<file path="src/rtl/sqa_pkg.sv">
package sqa_pkg;
  typedef enum logic [1:0] {
    CLIP_PASS = 2'd0,
    CLIP_FLOOR = 2'd1,
    CLIP_CEIL = 2'd2
  } clip_kind_e;

  function automatic int unsigned sum_width(input int unsigned lane_w);
    return lane_w + 2;
  endfunction
endpackage

</file>
<file path="src/rtl/sqa_lane_add.sv">
module sqa_lane_add #(
  parameter int unsigned LANE_W = 8,
  localparam int unsigned SUM_W = sqa_pkg::sum_width(LANE_W)
) (
  input  logic [LANE_W-1:0] opnd_u,
  input  logic [LANE_W-1:0] opnd_s,
  output logic [SUM_W-1:0]  sum
);
  logic signed [SUM_W-1:0] ext_u;
  logic signed [SUM_W-1:0] ext_s;

  always_comb begin
    ext_u = $signed({2'b00, opnd_u});
    ext_s = $signed({{2{opnd_s[LANE_W-1]}}, opnd_s});
    sum   = ext_u + ext_s;
  end
endmodule

</file>
<file path="src/rtl/sqa_lane_clip.sv">
module sqa_lane_clip #(
  parameter int unsigned LANE_W = 8,
  localparam int unsigned SUM_W = sqa_pkg::sum_width(LANE_W)
) (
  input  logic [SUM_W-1:0]  sum,
  output logic [LANE_W-1:0] res
);
  import sqa_pkg::*;
  clip_kind_e kind;

  always_comb begin
    if (sum[SUM_W-1])
      kind = CLIP_FLOOR;
    else if (sum[SUM_W-2:LANE_W] != '0)
      kind = CLIP_CEIL;
    else
      kind = CLIP_PASS;
    unique case (kind)
      CLIP_FLOOR: res = '0;
      CLIP_CEIL:  res = '1;
      default:    res = sum[LANE_W-1:0];
    endcase
  end
endmodule

</file>
<file path="src/rtl/sqa_ctrl_pipe.sv">
module sqa_ctrl_pipe #(
  parameter int unsigned TAG_W = 5,
  parameter int unsigned STAGES = 2
) (
  input  logic             clk,
  input  logic             rst,
  input  logic             vld_i,
  input  logic             grd_i,
  input  logic [TAG_W-1:0] tag_i,
  output logic             vld_o,
  output logic             wen_o,
  output logic [TAG_W-1:0] tag_o
);
  logic [STAGES-1:0] vld_q;
  logic [STAGES-1:0] wen_q;
  logic [STAGES-1:0][TAG_W-1:0] tag_q;

  always_ff @(posedge clk) begin
    if (rst) begin
      vld_q <= '0;
      wen_q <= '0;
    end else begin
      vld_q[0] <= vld_i;
      wen_q[0] <= vld_i & grd_i;
      for (int s = 1; s < STAGES; s++) begin
        vld_q[s] <= vld_q[s-1];
        wen_q[s] <= wen_q[s-1];
      end
    end
  end

  always_ff @(posedge clk) begin
    tag_q[0] <= tag_i;
    for (int s = 1; s < STAGES; s++) tag_q[s] <= tag_q[s-1];
  end

  assign vld_o = vld_q[STAGES-1];
  assign wen_o = wen_q[STAGES-1];
  assign tag_o = tag_q[STAGES-1];

  assert_wen_implies_vld_R5: assert property (@(posedge clk) disable iff (rst)
    wen_o |-> vld_o);
  assert_reset_clears_R8: assert property (@(posedge clk)
    $past(rst) |-> (!vld_o && !wen_o));
endmodule

</file>
<file path="src/rtl/sat_quad_adder.sv">
module sat_quad_adder #(
  parameter int unsigned LANES = 4,
  parameter int unsigned LANE_W = 8,
  parameter int unsigned TAG_W = 5,
  localparam int unsigned WORD_W = LANES * LANE_W,
  localparam int unsigned SUM_W = sqa_pkg::sum_width(LANE_W)
) (
  input  logic              clk,
  input  logic              rst,
  input  logic              in_valid,
  input  logic [WORD_W-1:0] in_src_u,
  input  logic [WORD_W-1:0] in_src_s,
  input  logic              in_guard,
  input  logic [TAG_W-1:0]  in_tag,
  output logic              out_valid,
  output logic              out_wen,
  output logic [WORD_W-1:0] out_data,
  output logic [TAG_W-1:0]  out_tag
);
  logic [LANES-1:0][SUM_W-1:0]  add_sum;
  logic [LANES-1:0][SUM_W-1:0]  s1_sum;
  logic [LANES-1:0][LANE_W-1:0] clip_res;
  logic [WORD_W-1:0]            s2_data;

  for (genvar g = 0; g < LANES; g++) begin : g_lane
    sqa_lane_add #(.LANE_W(LANE_W)) u_add (
      .opnd_u (in_src_u[g*LANE_W +: LANE_W]),
      .opnd_s (in_src_s[g*LANE_W +: LANE_W]),
      .sum    (add_sum[g])
    );
    sqa_lane_clip #(.LANE_W(LANE_W)) u_clip (
      .sum (s1_sum[g]),
      .res (clip_res[g])
    );

    assert_nonneg_no_drop_R3: assert property (@(posedge clk) disable iff (rst)
      (out_valid && !$past(in_src_s[g*LANE_W+LANE_W-1], 2))
        |-> (out_data[g*LANE_W +: LANE_W] >= $past(in_src_u[g*LANE_W +: LANE_W], 2)));
    assert_neg_no_rise_R4: assert property (@(posedge clk) disable iff (rst)
      (out_valid && $past(in_src_s[g*LANE_W+LANE_W-1], 2))
        |-> (out_data[g*LANE_W +: LANE_W] <= $past(in_src_u[g*LANE_W +: LANE_W], 2)));
  end

  always_ff @(posedge clk) begin
    s1_sum  <= add_sum;
    s2_data <= clip_res;
  end

  sqa_ctrl_pipe #(.TAG_W(TAG_W), .STAGES(2)) u_ctrl (
    .clk   (clk),
    .rst   (rst),
    .vld_i (in_valid),
    .grd_i (in_guard),
    .tag_i (in_tag),
    .vld_o (out_valid),
    .wen_o (out_wen),
    .tag_o (out_tag)
  );

  assign out_data = s2_data;

  assert_latency_two_R6: assert property (@(posedge clk) disable iff (rst)
    out_valid |-> $past(in_valid, 2));
  assert_wen_needs_guard_R5: assert property (@(posedge clk) disable iff (rst)
    out_wen |-> $past(in_guard, 2));
  assert_unguarded_no_write_R9: assert property (@(posedge clk) disable iff (rst)
    (out_valid && !$past(in_guard, 2)) |-> !out_wen);
endmodule

</file>
<file path="config.mk">
export PLATFORM = sky130hd
export DESIGN_NAME = sat_quad_adder
export DESIGN_NICKNAME = d
export VERILOG_FILES = /design/src/rtl/sqa_pkg.sv /design/src/rtl/sqa_lane_add.sv /design/src/rtl/sqa_lane_clip.sv /design/src/rtl/sqa_ctrl_pipe.sv /design/src/rtl/sat_quad_adder.sv
export SDC_FILE = /design/constraint.sdc
export NUM_CORES = 1
export LEC_CHECK = 0
export BUFFER_PORTS_ARGS = -buffer_cell sky130_fd_sc_hd__buf_4
export CORE_AREA = 5 5 119 99
export CTS_BUF_LIST = sky130_fd_sc_hd__clkbuf_8
export CTS_CLUSTER_DIAMETER = 60
export CTS_CLUSTER_SIZE = 14
export DETAILED_ROUTE_END_ITERATION = 10
export DIE_AREA = 0 0 124 104
export GPL_TIMING_DRIVEN = 0
export PLACE_DENSITY = 0.66
export SYNTH_ARGS = -nofsm -noshare
export SYNTH_HDL_FRONTEND = slang
export SYNTH_SLANG_ARGS = --single-unit
</file>
<file path="constraint.sdc">
create_clock -name clk -period 1.7 [get_ports clk]
set_input_delay 0.17 -clock clk [delete_from_list [all_inputs] [get_ports clk]]
set_output_delay 0.17 -clock clk [all_outputs]
set_load 0.05 [all_outputs]
</file>
==> impl_metrics.env <==
export IMPL_wl_um=7020
export IMPL_path_clk_slew_ps=80
export IMPL_ys_warn_count=0
export IMPL_finalHoldViolations=0
export IMPL_slew_headroom=0.798
export IMPL_fp_dieH_um=104
export IMPL_initial_core_util=0.339
export IMPL_synth_nets=476
export IMPL_drt_initial_drc_count=104
export IMPL_grt_total_usage=0.110
export IMPL_nets=604
export IMPL_grt_pass1_wl_um=11700
export IMPL_yosysUniqueCellTypes=28
export IMPL_grt_max_degree=14
export IMPL_hp_class="in -> reg"
export IMPL_tritoncts="built"
export IMPL_power_leakage_nw=2.29
export IMPL_die_width_um=124
export IMPL_switching_share=0.320
export IMPL_drt_wirelength_per_cell_um=11.0
export IMPL_finalNonFillerCells=638
export IMPL_fin_skew_ps=6.08
export IMPL_p_sw_w=0.00182
export IMPL_crit_chain="buf_4, ha_1, inv_1, fa_1, inv_1, a21oi_1, o21ai_0, o41a_1, xor2_1"
export IMPL_coreArea_sq_um=10500
export IMPL_syn_inst=363
export IMPL_first_pass_iters=4
export IMPL_ys_top_cells_by_area="dfxtp_1 (48%), ha_1 (13%), nor2_1 (7.6%)"
export IMPL_postCtsSetupBuffers=0
export IMPL_use_met2=0.188
export IMPL_dpl_cell_count=618
export IMPL_finalSetupViolCount=0
export IMPL_vias_per_cell=4.23
export IMPL_grt_overflow=0
export IMPL_worst_path_dominant_cell_family="compound AO/OA/AOI/OAI gates"
export IMPL_synthFlopType="dfxtp_1"
export IMPL_drt_drc_violations_left=0
export IMPL_worstSetupPathType="in -> reg"
export IMPL_clkLatencyLatePin_ps=330
export IMPL_cp_buffers_inverters=3
export IMPL_cpMostUsedCell="inv_1"
export IMPL_seq_area_frac_synth=0.484
export IMPL_gr_max_usage_layer="met2"
export IMPL_cts_max_level=3
export IMPL_maxSlewViolCount=0
export IMPL_met1_usage=0.132
export IMPL_vias=2700
export IMPL_drive_above_1_share=0.271
export IMPL_port_buffers=111
export IMPL_crit_path_max_incr_delay_ps=340
export IMPL_place_detailed_hpwl_um=5800
export IMPL_synth_avg_cell_area_sq_um=9.80
export IMPL_crit_fanout=3
export IMPL_p_int_w=0.00387
export IMPL_p_seq_frac=0.432
export IMPL_p_comb_frac=0.303
export IMPL_p_clk_frac=0.266
export IMPL_cts_buffer_depth=2
export IMPL_dieArea_sq_um=12900
export IMPL_num_rows=34
export IMPL_irDropWorstVdd_v=0.000462
export IMPL_fillCellCount=1010
export IMPL_startpoint_type="primary input"
export IMPL_syn_cell_area_sq_um=3560
export IMPL_synthArstFlopShare=0
export IMPL_grt_pass1_vias=2686
export IMPL_synth_edf_count=0
export IMPL_cts_root_buf="clkbuf_8"
export IMPL_rsz0062_at_grt="false"
export IMPL_cp_end_kind="flip-flop"
export IMPL_cp_required_ps=1920
export IMPL_worst_slew_pin_slew_ps=300
export IMPL_synth_seq_cells=86
export IMPL_antenna_found_initial=0
export IMPL_diodes=0
export IMPL_antenna_left=0
export IMPL_arrival_ps=1630
export IMPL_cap_viol_max_count=0
export IMPL_gp_routability_congestion=0.847
export IMPL_cts_inserted_buffers=9
export IMPL_ioPinCount=112
export IMPL_status="completed"
export IMPL_crit_slowest_cell="o41a_1"
export IMPL_finalCriticalPeriod_ps=1410
export IMPL_max_freq_mhz=707
export IMPL_syn_to_final_growth_pct=36.1
export IMPL_fin_crit_sh=0.832
export IMPL_synth_top_area_share=0.484
export IMPL_p_per_area_nw_per_um2=1170
export IMPL_utilization=0.461
export IMPL_use_met3=0.0228
export IMPL_synth_largest_area_cell="dfxtp_1"
export IMPL_clock_sinks=86
## repair_timing
action                                  CTS  global route
hold endpoints to repair                  8             0
hold buffers                              6             0
endpoints found under the setup margin    0             0
gates resized for setup                   0             0
## metrics by stage
step | instance area, sq um | hold WS (ps) | total power (W) | setup WS, ps | setup TNS (ps)
6_report | 4840 | 33.4 | 0.00568 | 286 | 0
4_1_cts | 4840 | 5.91 | 0.00577 | 304 | 0
3_5_place_dp | 4570 | 278 | 0.00423 | -50.7 | -93.1
3_3_place_gp | 4570 | 275 | 0.00420 | -52.6 | -75.3
5_1_grt | 4840 | 12.9 | 0.00602 | 188 | 0
2_1_floorplan | 3560 | 198 | 0.00368 | 211 | 0
## logic make-up after synthesis
family | Yosys count | share of synthesized area
flip-flops | 86 | 0.484
adder cells (fa/ha/maj) | 40 | 0.149
XOR/XNOR | 32 | 0.0788
buffers and inverters | 39 | 0.0464
AND/OR/NAND/NOR | 98 | 0.119
AO/OA/AOI/OAI | 68 | 0.123
## power by group through the flow
stage	logic, W	clock network (W)	registers [W]
after detailed placement	0.00172	0	0.00251
final	0.00172	0.00151	0.00245
after global placement	0.00170	0	0.00250
after floorplan	0.000641	0	0.00304
after CTS	0.00174	0.00158	0.00246
after global routing	0.00188	0.00166	0.00248
## state kept, by name, indices dropped and copies added (netlist names)
register and count:
out_data 32, s1_sum 40, u_ctrl.tag_o 5, u_ctrl.tag_q 5, u_ctrl.vld_q 2, u_ctrl.wen_q 2
## path summary, 6_finish.rpt
check | slack (ps) | cells past startpoint | from | end
setup / recovery | 290 | 9 | in_src_u[24] | s1_sum[38]
hold / removal | 30 | 2 | in_guard | u_ctrl.wen_q[0]
setup reg to reg | 860 | 3 | s1_sum[28] | out_data[22]
hold reg to reg | 340 | 0 | u_ctrl.tag_q[3] | u_ctrl.tag_o[3]
## cell usage after synthesis, drive strengths merged, types with 5 or more instances
library cell,count
buf,5
o21ai,17
dfxtp,86
ha,36
inv,26
o21bai,8
nor2b,5
nor2,72
nand3,6
o21a,6
xnor2,26
xor2,6
clkbuf,8
nand2,6
a21oi,23
## placed cells by master, fill, tap and decap left out, types with 2 or more instances in the layout
cell	count
o41ai_2	2
o2111ai_1	2
xor2_1	6
dfxtp_1	86
bufinv_16	2
o41a_1	2
o21ai_0	16
nor2b_4	2
buf_4	116
clkbuf_8	10
nand2_1	6
a211oi_1	4
o21a_1	6
nand3_1	6
nand2b_1	4
nor3_1	2
dlygate4sd3_1	6
xnor2_1	26
clkbuf_1	8
a21o_1	4
fa_1	4
a21oi_1	23
nor2b_1	3
ha_1	36
nor2_1	72
inv_1	26
o21bai_1	8
## cell type report
class	count	area, sq um	area share
Buffer	13	67.6	0.0140
Clock buffer	10	138	0.0284
Clock inverter	4	72.6	0.0150
Inverter	26	97.6	0.0202
Multi-Input combinational cell	238	1670	0.345
Sequential cell	86	1720	0.356
Tap cell	144	180	0.0372
Timing Repair Buffer	117	893	0.184
## metal layers
metal / up-vias / share of wire
li1: 1436 / -
met1: 1185 / 0.44
met2: 71 / 0.49
met3: 8 / 0.060
met4: 0 / 0.014
met5: - / 0
## worst reg2reg max path: stages (launching register included)
cell	delay (ps)
dfxtp_1	310
clkbuf_1	240
nor2_1	90
nor2_1	130
(Power assumes the default switching activity.)
